## config.mk

```make
export PLATFORM = sky130hd
export DESIGN_NAME = sram_lane_strobe
export DESIGN_NICKNAME = d
export VERILOG_FILES = /design/src/rtl/sram_lane_pkg.sv /design/src/rtl/sram_req_check.sv /design/src/rtl/sram_lane_decode.sv /design/src/rtl/sram_addr_map.sv /design/src/rtl/sram_hold_ctrl.sv /design/src/rtl/sram_lane_strobe.sv
export SDC_FILE = /design/constraint.sdc
export NUM_CORES = 1
export LEC_CHECK = 0
export BUFFER_PORTS_ARGS = -buffer_cell sky130_fd_sc_hd__buf_2
export CAP_MARGIN = 10
export CORE_AREA = 8 8 113 63
export DETAILED_ROUTE_END_ITERATION = 7
export DIE_AREA = 0 0 121 71
export GPL_TIMING_DRIVEN = 0
export PLACE_DENSITY = 0.61
export SETUP_SLACK_MARGIN = 0.05
export SLEW_MARGIN = 0
export SYNTH_ARGS = -nofsm -noshare
export SYNTH_HDL_FRONTEND = slang
export SYNTH_SLANG_ARGS = --single-unit
```

## constraint.sdc

```tcl
create_clock -name clk -period 3.6 [get_ports clk]
set_input_delay 0 -clock clk [delete_from_list [all_inputs] [get_ports clk]]
set_output_delay 0 -clock clk [all_outputs]
set_load 0.01 [all_outputs]
```

## src/rtl/sram_lane_pkg.sv

```systemverilog
package sram_lane_pkg;
  typedef enum logic [1:0] {
    SZ_BYTE = 2'd0,
    SZ_HALF = 2'd1,
    SZ_WORD = 2'd2,
    SZ_RSVD = 2'd3
  } acc_size_e;

  typedef enum logic [1:0] {
    BW_8    = 2'd0,
    BW_16   = 2'd1,
    BW_32   = 2'd2,
    BW_RSVD = 2'd3
  } bank_width_e;
endpackage

```

## src/rtl/sram_req_check.sv

```systemverilog
module sram_req_check
  import sram_lane_pkg::*;
(
  input  logic [1:0] size,
  input  logic [1:0] width,
  input  logic [1:0] addr_lo,
  output logic       bad
);
  logic [1:0] align_mask;
  logic       misaligned;
  logic       too_wide;
  logic       reserved;

  always_comb begin
    unique case (acc_size_e'(size))
      SZ_BYTE: align_mask = 2'b00;
      SZ_HALF: align_mask = 2'b01;
      default: align_mask = 2'b11;
    endcase
    misaligned = (addr_lo & align_mask) != 2'b00;
    too_wide   = size > width;
    reserved   = (acc_size_e'(size) == SZ_RSVD) || (bank_width_e'(width) == BW_RSVD);
    bad        = misaligned | too_wide | reserved;
  end
endmodule

```

## src/rtl/sram_lane_decode.sv

```systemverilog
module sram_lane_decode #(
  parameter int LANES = 4,
  localparam int OFF_W = $clog2(LANES),
  localparam int CW    = OFF_W + 2
) (
  input  logic [1:0]       width,
  input  logic [1:0]       size,
  input  logic [OFF_W-1:0] off,
  output logic [LANES-1:0] sel
);
  logic [CW-1:0] bank_bytes;
  logic [CW-1:0] n_bytes;
  logic [CW-1:0] offset;
  logic [CW-1:0] span_end;

  always_comb begin
    bank_bytes = CW'(1) << width;
    n_bytes    = CW'(1) << size;
    offset     = CW'(off) & (bank_bytes - CW'(1));
    span_end   = offset + n_bytes;
  end

  // lane k holds byte position LANES-1-k of the bank word
  for (genvar k = 0; k < LANES; k++) begin : g_lane
    localparam logic [CW-1:0] POS = CW'(LANES - 1 - k);
    assign sel[k] = (POS >= offset) && (POS < span_end) && (POS < bank_bytes);
  end
endmodule

```

## src/rtl/sram_addr_map.sv

```systemverilog
module sram_addr_map #(
  parameter int ADDR_W = 32,
  parameter int DEV_W  = 21,
  parameter int N_WIDTHS = 3
) (
  input  logic [ADDR_W-1:0] addr,
  input  logic [1:0]        width,
  output logic [DEV_W-1:0]  dev_addr
);
  logic [DEV_W-1:0] cand [N_WIDTHS];

  for (genvar w = 0; w < N_WIDTHS; w++) begin : g_shift
    logic [ADDR_W-1:0] shifted;
    assign shifted = addr >> w;
    assign cand[w] = shifted[DEV_W-1:0];
  end

  always_comb begin
    dev_addr = '0;
    for (int w = 0; w < N_WIDTHS; w++) begin
      if (width == 2'(w)) dev_addr = cand[w];
    end
  end
endmodule

```

## src/rtl/sram_hold_ctrl.sv

```systemverilog
module sram_hold_ctrl #(
  parameter int HOLD_CYCLES = 2,
  localparam int CNT_W = $clog2(HOLD_CYCLES + 1)
) (
  input  logic clk,
  input  logic rst,
  input  logic start,
  output logic busy,
  output logic last
);
  logic [CNT_W-1:0] cnt;

  always_ff @(posedge clk) begin
    if (rst) begin
      cnt <= '0;
    end else if (start) begin
      cnt <= CNT_W'(HOLD_CYCLES);
    end else if (cnt != '0) begin
      cnt <= cnt - CNT_W'(1);
    end
  end

  assign busy = cnt != '0;
  assign last = cnt == CNT_W'(1);


  hold_range_chk: assert property (@(posedge clk) disable iff (rst)
    cnt <= CNT_W'(HOLD_CYCLES));


  start_idle_chk: assert property (@(posedge clk) disable iff (rst)
    start |-> !busy);
endmodule

```

## src/rtl/sram_lane_strobe.sv

```systemverilog
module sram_lane_strobe
  import sram_lane_pkg::*;
#(
  parameter int ADDR_W      = 32,
  parameter int DEV_W       = 21,
  parameter int LANES       = 4,
  parameter int HOLD_CYCLES = 2,
  localparam int OFF_W      = $clog2(LANES),
  localparam int RUN_W      = $clog2(HOLD_CYCLES + 2)
) (
  input  logic              clk,
  input  logic              rst,
  input  logic              req_valid,
  input  logic [ADDR_W-1:0] req_addr,
  input  logic [1:0]        req_size,
  input  logic              req_write,
  input  logic [1:0]        bank_width,
  input  logic              lane_strb_rd,
  output logic [DEV_W-1:0]  mem_addr,
  output logic [LANES-1:0]  lane_strb_n,
  output logic              mem_we_n,
  output logic              mem_oe_n,
  output logic              mem_cs_n,
  output logic              busy,
  output logic              err
);
  logic             bad;
  logic             accept;
  logic             start;
  logic             last;
  logic [LANES-1:0] sel;
  logic [DEV_W-1:0] dev_addr;
  logic [LANES-1:0] strb_next;
  logic             we_next;

  sram_req_check u_check (
    .size    (req_size),
    .width   (bank_width),
    .addr_lo (req_addr[1:0]),
    .bad     (bad)
  );

  sram_lane_decode #(.LANES(LANES)) u_lanes (
    .width (bank_width),
    .size  (req_size),
    .off   (req_addr[OFF_W-1:0]),
    .sel   (sel)
  );

  sram_addr_map #(.ADDR_W(ADDR_W), .DEV_W(DEV_W), .N_WIDTHS(OFF_W + 1)) u_amap (
    .addr     (req_addr),
    .width    (bank_width),
    .dev_addr (dev_addr)
  );

  sram_hold_ctrl #(.HOLD_CYCLES(HOLD_CYCLES)) u_hold (
    .clk   (clk),
    .rst   (rst),
    .start (start),
    .busy  (busy),
    .last  (last)
  );

  assign accept = req_valid && !busy;
  assign start  = accept && !bad;

  always_comb begin
    if (!req_write && !lane_strb_rd) strb_next = '1;
    else                             strb_next = ~sel;
    we_next = !(req_write && lane_strb_rd);
  end

  always_ff @(posedge clk) begin
    if (rst) begin
      mem_addr    <= '0;
      lane_strb_n <= '1;
      mem_we_n    <= 1'b1;
      mem_oe_n    <= 1'b1;
      mem_cs_n    <= 1'b1;
      err         <= 1'b0;
    end else begin
      err <= accept && bad;
      if (start) begin
        mem_addr    <= dev_addr;
        lane_strb_n <= strb_next;
        mem_we_n    <= we_next;
        mem_oe_n    <= req_write;
        mem_cs_n    <= 1'b0;
      end else if (last) begin
        lane_strb_n <= '1;
        mem_we_n    <= 1'b1;
        mem_oe_n    <= 1'b1;
        mem_cs_n    <= 1'b1;
      end
    end
  end

  // Checking state: lane mode captured per access and run length of chip select.
  logic             mode_q;
  logic [RUN_W-1:0] run_q;

  always_ff @(posedge clk) begin
    if (rst) begin
      mode_q <= 1'b0;
      run_q  <= '0;
    end else begin
      if (start) mode_q <= lane_strb_rd;
      if (!mem_cs_n) run_q <= run_q + RUN_W'(1);
      else           run_q <= '0;
    end
  end


  rd_strobes_high_chk: assert property (@(posedge clk) disable iff (rst)
    (!mem_cs_n && !mem_oe_n && !mode_q) |-> (lane_strb_n == '1));


  we_idle_mode0_chk: assert property (@(posedge clk) disable iff (rst)
    (!mem_cs_n && !mode_q) |-> mem_we_n);


  wr_has_lane_chk: assert property (@(posedge clk) disable iff (rst)
    (!mem_cs_n && mem_oe_n) |-> (lane_strb_n != '1));


  oe_we_excl_chk: assert property (@(posedge clk) disable iff (rst)
    !(!mem_oe_n && !mem_we_n));


  idle_all_high_chk: assert property (@(posedge clk) disable iff (rst)
    mem_cs_n |-> (mem_oe_n && mem_we_n && (lane_strb_n == '1)));


  err_no_strobe_chk: assert property (@(posedge clk) disable iff (rst)
    err |-> (mem_cs_n && !busy));


  run_len_chk: assert property (@(posedge clk) disable iff (rst)
    run_q <= RUN_W'(HOLD_CYCLES));


  release_len_chk: assert property (@(posedge clk) disable iff (rst)
    (mem_cs_n && (run_q != '0)) |-> (run_q == RUN_W'(HOLD_CYCLES)));


  held_stable_chk: assert property (@(posedge clk) disable iff (rst)
    (!mem_cs_n && !$past(mem_cs_n)) |-> ($stable(lane_strb_n) && $stable(mem_addr)));
endmodule

```

==> load_flow_metrics.sql, run 1 <==
INSERT INTO impl_metrics (metric_group, metric, value, unit) VALUES
('die', 'core-area', '5680', 'um^2'),
('pwr', 'power.density_cell_area', '366', 'nW/um^2'),
('die', 'die_width', '121', 'um'),
('timing', 'hold_viol_final', '0', ''),
('setup_path', 'worst-path-max-fanout', '10', ''),
('logic_synthesis', 'synth_top_flop_cell', 'sky130_fd_sc_hd__dfxtp_1', ''),
('timing', 'max_clock_freq', '0.429', 'GHz'),
('global_routing', 'grt_antenna_before_repair', '0', ''),
('die', 'top_level_ports', '71', ''),
('logic_synthesis', 'yosys-top-cells-area', 'sky130_fd_sc_hd__dfxtp_1 (30%), sky130_fd_sc_hd__mux2i_1 (20%), sky130_fd_sc_hd__nand2b_1 (8.9%), sky130_fd_sc_hd__nand3b_1 (5.5%), sky130_fd_sc_hd__o21ai_0 (3.9%)', ''),
('global_routing', 'global_route.overflow_total', '0', ''),
('detailed_routing', 'route.antenna.remaining_nets', '0', ''),
('logic_synthesis', 'mappedNetlistNets', '286', ''),
('logic_synthesis', 'synthDominantCellAreaShare', '0.304', ''),
('die', 'die_y', '71', 'um'),
('logic_synthesis', 'cell_accounting_for_the_most_synthesized_area', 'sky130_fd_sc_hd__dfxtp_1', ''),
('clocking', 'cts.htree.levels', '2', ''),
('hold_path', 'hold_path_depth', '3', ''),
('timing', 'fin_crit_sh', '0.647', ''),
('timing', 'slew_headroom', '0.670', ''),
('layout', 'final.fill_count', '558', ''),
('pwr', 'vdd_drop_max', '0.000133', 'V'),
('timing', 'timing.final.crit_period', '2.33', 'ns'),
('setup_path', 'worst-r2r-cell-count', '5', ''),
('status', 'outcome', 'completed', ''),
('setup_path', 'critical_path.startpoint_type', 'input port', ''),
('layout', 'synthToLayoutAreaGrowth', '25.2', '%'),
('layout', 'register_area', '621', 'um^2'),
('setup_path', 'beginning_of_the_critical_path', 'bank_width[1]', ''),
('global_routing', 'first_global_vias', '1728', ''),
('clocking', 'cts.root.buffer_cell', 'sky130_fd_sc_hd__clkbuf_8', ''),
('setup_path', 'r2r_slack', '2.05', 'ns'),
('placed_design', 'placement.io_buffers', '60', ''),
('logic_synthesis', 'yosys_warnings', '0', ''),
('clocking', 'cts_inserted_buffers', '5', ''),
('pwr', 'design_power_total', '934', 'uW'),
('clocking', 'cts_buffer_depth', '2', ''),
('timing', 'totalNegativeSetupSlack', '0', 'ns'),
('logic_synthesis', 'synthesis.instances', '239', ''),
('logic_synthesis', 'synth.cell_area', '2040', 'um^2'),
('pwr', 'power_leakage', '0.00119', 'uW'),
('logic_synthesis', 'yosysSeqAreaShare', '0.304', ''),
('timing', 'worstMarginPinSlew', '0.490', 'ns'),
('setup_path', 'cp.required', '3.76', 'ns'),
('detailed_routing', 'routed_wl', '5.85', 'mm'),
('hold_path', 'min_path_type', 'in -> reg', ''),
('timing', 'final.setup_skew', '0.00691', 'ns'),
('global_routing', 'grt_pass1_wl', '9.32', 'mm'),
('clocking', 'clock_insertion_delay_worst_skew', '0.29', 'ns'),
('global_routing', 'grt_max_degree', '11', ''),
('timing', 'finalSetupViolations', '0', ''),
('logic_synthesis', 'synth_cell_types', '31', ''),
('clocking', 'tritoncts_num_sinks', '31', ''),
('detailed_routing', 'dr_total_vias', '1860', ''),
('job', 'drv.max_cap_violation_count', '0', ''),
('layout', 'antennaDiodeCount', '0', ''),
('detailed_routing', 'dr.first_iter.drc_count', '90', ''),
('setup_path', 'r2r-start', 'u_hold.cnt[0]', ''),
('setup_path', 'endpoint_of_the_most_critical_setup_path', 'lane_strb_n[3]', ''),
('logic_synthesis', 'synth_async_sr_flop_share', '0', ''),
('detailed_routing', 'dr.pass1.iters', '4', ''),
('setup_path', 'critPathKind', 'in -> reg', ''),
('detailed_routing', 'avgViaCountPerCell', '4.84', ''),
('placed_design', 'final_wtd_congestion', '0.861', ''),
('detailed_routing', 'detail_route.wl_per_cell', '15.2', 'um'),
('die', 'die_area', '8590', 'um^2'),
('layout', 'multi_input_area', '1260', 'um^2'),
('clocking', 'clock_tree_from_tritoncts', 'yes', ''),
('timing', 'finalMaxSlewViolations', '0', ''),
('die', 'core.rowCount', '20', ''),
('clocking', 'postCtsSetupBuffers', '0', '');
[worst min path at each step]
stage,start,end
floorplan,req_write,mem_oe_n
global placement,req_write,mem_oe_n
detailed placement,req_write,mem_oe_n
CTS,req_write,mem_oe_n
global route,req_write,mem_oe_n
finish,req_write,mem_oe_n
[worst max-delay path, stage by stage]
cell and delay (ns):
sky130_fd_sc_hd__clkbuf_1 0.27, sky130_fd_sc_hd__clkbuf_1 0.38, sky130_fd_sc_hd__inv_2 0.08, sky130_fd_sc_hd__nand2_1 0.11, sky130_fd_sc_hd__ha_1 0.23, sky130_fd_sc_hd__nand2b_1 0.21, sky130_fd_sc_hd__fa_1 0.42, sky130_fd_sc_hd__mux2_2 0.32
sky130_fd_sc_hd__a311oi_1 0.35, sky130_fd_sc_hd__mux2i_1 0.11
[report_power, final]
group | switching [uW] | internal (uW) | leakage [uW] | total (uW)
sequential | 7.41 | 358 | 0.000252 | 366
clock | 141 | 224 | 0.0000612 | 365
combinational | 116 | 86.7 | 0.000877 | 203
[cells in the final DEF (no fill, tap or decap), types with 2 or more instances in the layout]
cell / count
sky130_fd_sc_hd__a211oi_1: 6
sky130_fd_sc_hd__buf_6: 2
sky130_fd_sc_hd__o21ai_1: 2
sky130_fd_sc_hd__o21ai_0: 16
sky130_fd_sc_hd__nand3b_1: 15
sky130_fd_sc_hd__nor2_1: 14
sky130_fd_sc_hd__clkbuf_1: 15
sky130_fd_sc_hd__nand2b_1: 29
sky130_fd_sc_hd__a21oi_1: 4
sky130_fd_sc_hd__nor2b_1: 2
sky130_fd_sc_hd__inv_2: 3
sky130_fd_sc_hd__nor3_1: 3
sky130_fd_sc_hd__inv_1: 15
sky130_fd_sc_hd__mux2i_1: 40
sky130_fd_sc_hd__dfxtp_1: 31
sky130_fd_sc_hd__ha_1: 5
sky130_fd_sc_hd__buf_2: 63
sky130_fd_sc_hd__a211oi_2: 3
sky130_fd_sc_hd__nor4_1: 8
sky130_fd_sc_hd__nand2_1: 7
sky130_fd_sc_hd__clkbuf_8: 6
sky130_fd_sc_hd__o2bb2ai_1: 6
[flip-flops by register name, summed over array words and instances (netlist names)]
register,flops
u_hold.cnt,2
err,1
mem_cs_n,1
mem_addr,21
mem_oe_n,1
lane_strb_n,4
mem_we_n,1
[Yosys cell counts (all sizes together), types with 5 or more instances]
| cell type | n |
|---|---|
| o21ai | 18 |
| buf | 5 |
| nor4 | 8 |
| o2bb2ai | 6 |
| nand2b | 29 |
| nand3b | 15 |
| ha | 5 |
| dfxtp | 31 |
| a211oi | 9 |
| mux2i | 40 |
| inv | 18 |
| nor2 | 14 |
| nand2 | 7 |
| clkbuf | 15 |
[per-stage QoR]
stage / setup slack, ns / instances / utilization / hold WS, ns / area (um^2)
6_report: 1.27 / 384 / 0.450 / 0.00858 / 2550
5_1_grt: 1.08 / 384 / 0.450 / 0.0390 / 2550
4_1_cts: 1.27 / 384 / 0.450 / 0.00156 / 2550
3_5_place_dp: 0.969 / 376 / 0.429 / 0.319 / 2440
3_3_place_gp: 1.00 / 376 / 0.429 / 0.295 / 2440
2_1_floorplan: 1.39 / 239 / - / 0.161 / 2040
[cell type report]
type	instances	area share
buffer	20	0.0367
clock buffer	6	0.0323
clock inverter	2	0.0137
inverter	18	0.0265
multi-input combinational	170	0.492
sequential	31	0.243
tap	77	0.0377
timing repair buffer	60	0.118
[routing by layer]
metal | track usage | routed length [um]
met5 | 0 | 0
met4 | 0.0330 | 19
met3 | 0.0516 | 506
met2 | 0.171 | 2150
met1 | 0.207 | 3170
[logic make-up after synthesis]
family	Yosys count	synth area share
and+or+nand+nor	80	0.229
AOI/OAI and AO/OA	43	0.145
muxes	41	0.202
buffers and inverters	38	0.0791
DFF	31	0.304
adders and majority gates	6	0.0405
No activity file was read; power rests on OpenSTA's default activity.
==> inputs of run 2 (changes only) <==
==> constraint.sdc (replaced) <==
create_clock -name clk -period 2.4 [get_ports clk]
set_input_delay 0 -clock clk [delete_from_list [all_inputs] [get_ports clk]]
set_output_delay 0 -clock clk [all_outputs]
set_load 0.01 [all_outputs]
==> run 2 against run 1 <==
Final cell count unchanged. First-iteration DRC count is the same. Non-clock buffer count unchanged. Combinational power increased by 52%. Count of clock-buffer cells in the layout unchanged. Wire length increased by 0.80%.
==> load_flow_metrics.sql, run 2 (synthesis results as in run 1) <==
INSERT INTO impl_metrics (metric_group, metric, value, unit) VALUES
('setup_path', 'critical_path_arrival', '2.34', 'ns'),
('timing', 'finalMaxSlewViolations', '0', ''),
('status', 'outcome', 'completed', ''),
('setup_path', 'worstPathBufferInverterCount', '3', ''),
('global_routing', 'grt_use_met3', '0.0516', ''),
('detailed_routing', 'avgViaCountPerCell', '4.96', ''),
('setup_path', 'worst_setup_path_end_kind', 'flop', ''),
('detailed_routing', 'dr_total_vias', '1904', ''),
('setup_path', 'worst-path-max-fanout', '10', ''),
('layout', 'biggest_regs', 'mem_addr: 21 flops, lane_strb_n: 4 flops, u_hold.cnt: 2 flops', ''),
('layout', 'antennaDiodeCount', '0', ''),
('detailed_routing', 'dr.pass1.iters', '4', ''),
('clocking', 'cts.htree.levels', '2', ''),
('global_routing', 'grt_pass1_wl', '9.32', 'mm'),
('detailed_routing', 'post-route-drc-count', '0', ''),
('layout', 'synthToLayoutAreaGrowth', '25.9', '%'),
('hold_path', 'min_path_type', 'in -> reg', ''),
('job', 'drv.max_cap_violation_count', '0', ''),
('hold_path', 'hold_path_depth', '3', ''),
('die', 'floorplan.initialDensity', '0.359', ''),
('detailed_routing', 'route.antenna.remaining_nets', '0', ''),
('timing', 'hold_viol_final', '0', ''),
('global_routing', 'grt.met1_usage', '0.207', ''),
('setup_path', 'beginning_of_the_critical_path', 'bank_width[1]', ''),
('placed_design', 'placement.io_buffers', '60', ''),
('setup_path', 'critPathKind', 'in -> reg', ''),
('setup_path', 'critical-path-top-delay-family', 'adder cells', ''),
('clocking', 'cts_inserted_buffers', '5', ''),
('layout', 'layout_common_cells', 'sky130_fd_sc_hd__buf_2 (62), sky130_fd_sc_hd__mux2i_1 (40), sky130_fd_sc_hd__dfxtp_1 (31)', ''),
('layout', 'largest_register_ffs', '21', ''),
('timing', 'timing.final.crit_period', '2.19', 'ns'),
('timing', 'slew_headroom', '0.671', ''),
('layout', 'fin_nets', '353', ''),
('layout', 'layout_cells_sized_above_1', '0.280', ''),
('global_routing', 'gr-usage-met2', '0.171', ''),
('setup_path', 'cp.required', '2.56', 'ns'),
('placed_design', 'place_worst_setup_slack', '-0.231', 'ns'),
('layout', 'largest_register', 'mem_addr', ''),
('clocking', 'holdBufCountCts', '0', ''),
('setup_path', 'worst-r2r-cell-count', '5', ''),
('global_routing', 'first_global_vias', '1728', ''),
('clocking', 'postCtsSetupBuffers', '0', ''),
('layout', 'mostFrequentLayoutCell', 'sky130_fd_sc_hd__buf_2', ''),
('hold_path', 'hold-path-endpoint', 'mem_oe_n', ''),
('global_routing', 'grt.busiest_layer', 'met1', ''),
('die', 'core-area', '5680', 'um^2'),
('detailed_routing', 'detail_route.wl_per_cell', '15.3', 'um'),
('detailed_routing', 'dr.first_iter.drc_count', '90', ''),
('die', 'die_y', '71', 'um'),
('setup_path', 'critical_path.startpoint_type', 'input port', ''),
('global_routing', 'grt_max_degree', '11', ''),
('detailed_routing', 'routed_wl', '5.89', 'mm'),
('setup_path', 'r2r-end', 'lane_strb_n[2]', ''),
('pwr', 'power.density_cell_area', '547', 'nW/um^2'),
('die', 'die_width', '121', 'um'),
('timing', 'final_critical_path_setup_slack', '0.214', 'ns'),
('timing', 'final.setup_skew', '0.00716', 'ns'),
('layout', 'final.fill_count', '563', ''),
('global_routing', 'global_route.overflow_total', '0', ''),
('timing', 'finalSetupViolations', '0', ''),
('clocking', 'tritoncts_num_sinks', '31', ''),
('clocking', 'cts_buffer_depth', '2', ''),
('pwr', 'power_leakage', '0.00120', 'uW'),
('clocking', 'clk_pin_slew', '0.07', 'ns'),
('timing', 'max_clock_freq', '0.457', 'GHz'),
('global_routing', 'groute.usage.overall', '0.138', ''),
('global_routing', 'grt_antenna_before_repair', '0', ''),
('setup_path', 'path_cells', 'buf_1 > clkbuf_2 > inv_2 > nand2_1 > ha_1 > nand2b_1 > fa_1 > mux2_2 > a311oi_2 > mux2i_1', ''),
('die', 'core.rowCount', '20', ''),
('placed_design', 'place.detailed.hpwl', '4.74', 'mm'),
('setup_path', 'crit_path_max_incr_delay', '0.42', 'ns'),
('setup_path', 'r2r_slack', '0.87', 'ns'),
('hold_path', 'hold_start', 'req_write', ''),
('die', 'die_area', '8590', 'um^2'),
('pwr', 'vdd_drop_max', '0.000201', 'V'),
('timing', 'worstMarginPinSlew', '0.489', 'ns'),
('setup_path', 'r2r-start', 'u_hold.cnt[0]', ''),
('clocking', 'clock_tree_from_tritoncts', 'yes', ''),
('timing', 'fin_crit_sh', '0.911', ''),
('timing', 'rsz0062_at_grt', 'no', ''),
('setup_path', 'worst_path_max_delay_cell', 'sky130_fd_sc_hd__fa_1', ''),
('die', 'top_level_ports', '71', ''),
('clocking', 'post_cts.resized_instances', '0', ''),
('placed_design', 'final_wtd_congestion', '0.861', ''),
('clocking', 'clock_insertion_delay_worst_skew', '0.28', 'ns'),
('layout', 'finalCoreUtilization', '0.452', ''),
('clocking', 'cts.root.buffer_cell', 'sky130_fd_sc_hd__clkbuf_8', '');
==> run 2: cell counts in the layout (fill, tap and decap cells not counted) <==
Identical to the previous run, type by type.
==> run 2: per-stage QoR <==
stage | setup TNS (ns) | hold WS [ns] | power [uW] | std cells | area, um^2
after detailed placement | -0.361 | 0.319 | 864 | 376 | 2440
after floorplan | 0 | 0.161 | 754 | 239 | 2040
after CTS | 0 | 0.00156 | 1420 | 384 | 2550
after global placement | -0.283 | 0.295 | 859 | 376 | 2440
after global routing | 0 | 0.0390 | 1480 | 384 | 2570
final | 0 | 0.0108 | 1400 | 384 | 2570
==> run 2: how the worst max path moves through the flow <==
stage / cells after the start / endpoint / slack [ns]
floorplan: 10 / lane_strb_n[3] / 0.19
global placement: 10 / lane_strb_n[3] / -0.20
detailed placement: 10 / lane_strb_n[3] / -0.23
CTS: 10 / lane_strb_n[3] / 0.07
global route: 11 / lane_strb_n[3] / 0.09
finish: 10 / lane_strb_n[3] / 0.21
==> run 2: area by class of cell <==
cell class                 count  area, um^2  area share
multi-input combinational    170        1270       0.493
sequential                    31         621       0.242
timing repair buffer          60         300       0.117
buffer                        20        98.8      0.0385
tap                           77        96.3      0.0375
clock buffer                   6        82.6      0.0322
inverter                      18        67.6      0.0263
clock inverter                 2        35.0      0.0136
==> run 2: layer usage <==
layer  vias to the layer above  share of wire
met5                         -              0
met4                         0         0.0032
met3                         2          0.090
met2                        64           0.37
met1                       872           0.54
li1                        966              -
==> run 2: power by group <==
part	internal (uW)	switching (uW)	total (uW)
sequential	538	11.1	549
clock	336	210	546
combinational	132	177	309
total	1010	399	1400
==> run 2: worst reg2reg max path, cell delays in order, from the launching register on <==
cell                       delay [ns]
sky130_fd_sc_hd__dfxtp_1         0.34
sky130_fd_sc_hd__nor2_1          0.14
sky130_fd_sc_hd__nand2_1         0.11
sky130_fd_sc_hd__clkbuf_1        0.23
sky130_fd_sc_hd__nor3_2          0.41
sky130_fd_sc_hd__mux2i_1         0.23
==> inputs of run 3 (changes only) <==
--- a/config.mk
+++ b/config.mk
@@ -7,11 +7,11 @@
 export LEC_CHECK = 0
 export BUFFER_PORTS_ARGS = -buffer_cell sky130_fd_sc_hd__buf_2
 export CAP_MARGIN = 10
-export CORE_AREA = 8 8 113 63
+export CORE_AREA = 8 8 105 59
 export DETAILED_ROUTE_END_ITERATION = 7
-export DIE_AREA = 0 0 121 71
+export DIE_AREA = 0 0 113 67
 export GPL_TIMING_DRIVEN = 0
-export PLACE_DENSITY = 0.61
+export PLACE_DENSITY = 0.69
 export SETUP_SLACK_MARGIN = 0.05
 export SLEW_MARGIN = 0
 export SYNTH_ARGS = -nofsm -noshare
==> constraint.sdc (replaced) <==
create_clock -name clk -period 2.5 [get_ports clk]
set_input_delay 0 -clock clk [delete_from_list [all_inputs] [get_ports clk]]
set_output_delay 0 -clock clk [all_outputs]
set_load 0.01 [all_outputs]
==> run 3 against run 2 <==
The run now ends with hold timing left. Global-route usage up 1.5 points. Clock power shrank 5.1%. Worst setup slack better by 0.027 ns. Die area is 12% lower. Sequential share of layout area up 0.31 points. Wire length is 3.7% lower. Combinational power decreased by 5%. Sequential cell count stayed put. Hold slack got worse by 0.011 ns. Critical path depth rose by 1. Critical endpoint unchanged. Total power fell by 4.7%. Sequential power fell by 3.8%.
==> load_flow_metrics.sql, run 3 (synthesis results as in run 1) <==
INSERT INTO impl_metrics (metric_group, metric, value, unit) VALUES
('detailed_routing', 'avgViaCountPerCell', '5.21', ''),
('die', 'core.rowCount', '18', ''),
('setup_path', 'endpoint_of_the_most_critical_setup_path', 'lane_strb_n[3]', ''),
('layout', 'finalCoreUtilization', '0.536', ''),
('setup_path', 'path_common_cell', 'sky130_fd_sc_hd__buf_2', ''),
('timing', 'fin_crit_sh', '0.903', ''),
('clocking', 'tritoncts_num_sinks', '31', ''),
('layout', 'layout_cells_sized_above_1', '0.274', ''),
('clocking', 'cts_inserted_buffers', '5', ''),
('timing', 'worstMarginPinSlew', '0.481', 'ns'),
('timing', 'post_route_worst_hold_slack', '-0.000258', 'ns'),
('setup_path', 'worstPathBufferInverterCount', '4', ''),
('placed_design', 'place.detailed.hpwl', '4.63', 'mm'),
('timing', 'final.setup_skew', '0.00641', 'ns'),
('pwr', 'cell_internal_pwr', '964', 'uW'),
('setup_path', 'beginning_of_the_critical_path', 'bank_width[0]', ''),
('pwr', 'design_power_total', '1340', 'uW'),
('placed_design', 'placement.io_buffers', '60', ''),
('setup_path', 'critical-path-top-delay-family', 'adder cells', ''),
('layout', 'antennaDiodeCount', '0', ''),
('job', 'drv.max_cap_violation_count', '0', ''),
('layout', 'largest_register', 'mem_addr', ''),
('timing', 'finalMaxSlewViolations', '0', ''),
('timing', 'timing.final.crit_period', '2.26', 'ns'),
('setup_path', 'critical_path_arrival', '2.42', 'ns'),
('pwr', 'vdd_drop_max', '0.000220', 'V'),
('global_routing', 'first_global_vias', '1785', ''),
('layout', 'synthToLayoutAreaGrowth', '24.3', '%'),
('placed_design', 'final_wtd_congestion', '0.909', ''),
('die', 'die_area', '7570', 'um^2'),
('detailed_routing', 'dr.first_iter.drc_count', '113', ''),
('setup_path', 'worst_setup_path_end_kind', 'flop', ''),
('timing', 'hold_viol_final', '1', ''),
('setup_path', 'path_cells', 'buf_2 > clkbuf_1 > buf_2 > nor2_1 > inv_1 > ha_1 > nand2b_1 > fa_1 > mux2_2 > a311oi_1 > mux2i_1', ''),
('pwr', 'power_leakage', '0.00120', 'uW'),
('setup_path', 'worst-path-max-fanout', '10', ''),
('timing', 'slew_headroom', '0.676', ''),
('global_routing', 'grt_antenna_before_repair', '0', ''),
('status', 'violations', 'hold timing', ''),
('setup_path', 'crit_path_max_incr_delay', '0.42', 'ns'),
('setup_path', 'r2r_slack', '0.94', 'ns'),
('placed_design', 'placed_cells_incl_taps', '359', ''),
('timing', 'max_clock_freq', '0.443', 'GHz'),
('setup_path', 'worst-r2r-cell-count', '5', ''),
('setup_path', 'critical_path.startpoint_type', 'input port', ''),
('pwr', 'power.density_cell_area', '528', 'nW/um^2'),
('global_routing', 'global_route.overflow_total', '0', ''),
('clocking', 'cts.htree.levels', '2', ''),
('die', 'floorplan.initialDensity', '0.431', ''),
('clocking', 'clock_tree_from_tritoncts', 'yes', ''),
('layout', 'mostFrequentLayoutCell', 'sky130_fd_sc_hd__buf_2', ''),
('global_routing', 'groute.usage.overall', '0.152', ''),
('pwr', 'power.share.clock', '0.387', ''),
('layout', 'final.fill_count', '444', ''),
('layout', 'largest_register_ffs', '21', ''),
('setup_path', 'critPathKind', 'in -> reg', ''),
('layout', 'biggest_regs', 'mem_addr: 21 flops, lane_strb_n: 4 flops, u_hold.cnt: 2 flops', ''),
('placed_design', 'placement.cell_area', '2410', 'um^2'),
('detailed_routing', 'dr.pass1.iters', '4', ''),
('clocking', 'clk_pin_slew', '0.07', 'ns'),
('detailed_routing', 'route.antenna.remaining_nets', '0', ''),
('detailed_routing', 'routed_wl', '5.68', 'mm'),
('layout', 'fin_nets', '353', ''),
('hold_path', 'min_path_type', 'in -> reg', ''),
('setup_path', 'r2r-start', 'u_hold.cnt[0]', ''),
('detailed_routing', 'dr_total_vias', '1911', ''),
('pwr', 'p_comb_frac', '0.219', ''),
('clocking', 'cts_buffer_depth', '2', ''),
('detailed_routing', 'post-route-drc-count', '0', ''),
('die', 'core-area', '4730', 'um^2'),
('detailed_routing', 'detail_route.wl_per_cell', '15.5', 'um'),
('die', 'die_y', '67', 'um'),
('setup_path', 'r2r-end', 'lane_strb_n[2]', ''),
('pwr', 'fraction_of_power_consumed_by_sequential_logic', '0.394', ''),
('pwr', 'sw_frac_of_total', '0.280', ''),
('layout', 'fin_area', '2530', 'um^2'),
('layout', 'layout_common_cells', 'sky130_fd_sc_hd__buf_2 (63), sky130_fd_sc_hd__mux2i_1 (40), sky130_fd_sc_hd__dfxtp_1 (31)', ''),
('timing', 'rsz0062_at_grt', 'no', ''),
('clocking', 'holdBufCountCts', '0', ''),
('clocking', 'cts.root.buffer_cell', 'sky130_fd_sc_hd__clkbuf_8', ''),
('timing', 'finalSetupViolations', '0', ''),
('status', 'outcome', 'complete, but fails checks', ''),
('setup_path', 'cp.required', '2.66', 'ns'),
('global_routing', 'grt_pass1_wl', '9.09', 'mm'),
('setup_path', 'worst_path_max_delay_cell', 'sky130_fd_sc_hd__fa_1', ''),
('layout', 'fin_cells', '367', ''),
('die', 'top_level_ports', '71', ''),
('clocking', 'clock_insertion_delay_worst_skew', '0.29', 'ns'),
('setup_path', 'worstSetupPathDepth', '11', ''),
('pwr', 'power_switching', '375', 'uW'),
('global_routing', 'grt_max_degree', '11', ''),
('die', 'die_width', '113', 'um');
run 3: worst min-delay path by stage:
stage                   start  endpoint  slack, ns  cells after the start
floorplan           req_write  mem_oe_n       0.16                      2
global placement    req_write  mem_oe_n       0.29                      3
detailed placement  req_write  mem_oe_n       0.30                      3
CTS                 req_write  mem_oe_n      0.002                      3
global route        req_write  mem_oe_n       0.03                      3
finish              req_write  mem_oe_n    -0.0003                      3
run 3: layer usage:
layer	GRT usage	vias up	part of all wire
li1	-	966	-
met1	0.227	881	0.54
met2	0.197	56	0.38
met3	0.0451	8	0.072
met4	0.0493	0	0.011
met5	0	-	0
run 3: worst register-to-register path, delay by kind of cell, from the launching register on:
| family | cells | cell delay, ns |
|---|---|---|
| flip-flops | 1 | 0.35 |
| multiplexers | 1 | 0.24 |
| AND/OR/NAND/NOR | 3 | 0.68 |
| buffers and inverters | 1 | 0.23 |
run 3: timing repair:
item,CTS,global route
resized for setup,0,4
setup buffers,0,0
endpoints found under the setup margin,0,1
hold endpoints to repair,0,0
run 3: cell type report:
class | instances | area, um^2 | area share
tap | 60 | 75.1 | 0.0296
sequential | 31 | 621 | 0.245
buffer | 20 | 96.3 | 0.0380
multi-input combinational | 170 | 1260 | 0.496
timing repair buffer | 60 | 300 | 0.118
clock inverter | 2 | 35.0 | 0.0138
clock buffer | 6 | 82.6 | 0.0326
inverter | 18 | 67.6 | 0.0267
run 3: power by group through the flow:
stage	Sequential (uW)	Combinational, uW	Clock [uW]
2_1_floorplan	548	175	0
3_3_place_gp	538	284	0
3_5_place_dp	539	290	0
4_1_cts	528	291	524
5_1_grt	530	324	552
6_report	528	293	518
run 3: through the flow:
step                      TNS (ns)  setup WS [ns]
after CTS                        0          0.172
final                            0          0.241
after global placement     -0.0659        -0.0659
after detailed placement    -0.130         -0.130
after global routing             0         0.0573
after floorplan                  0          0.295
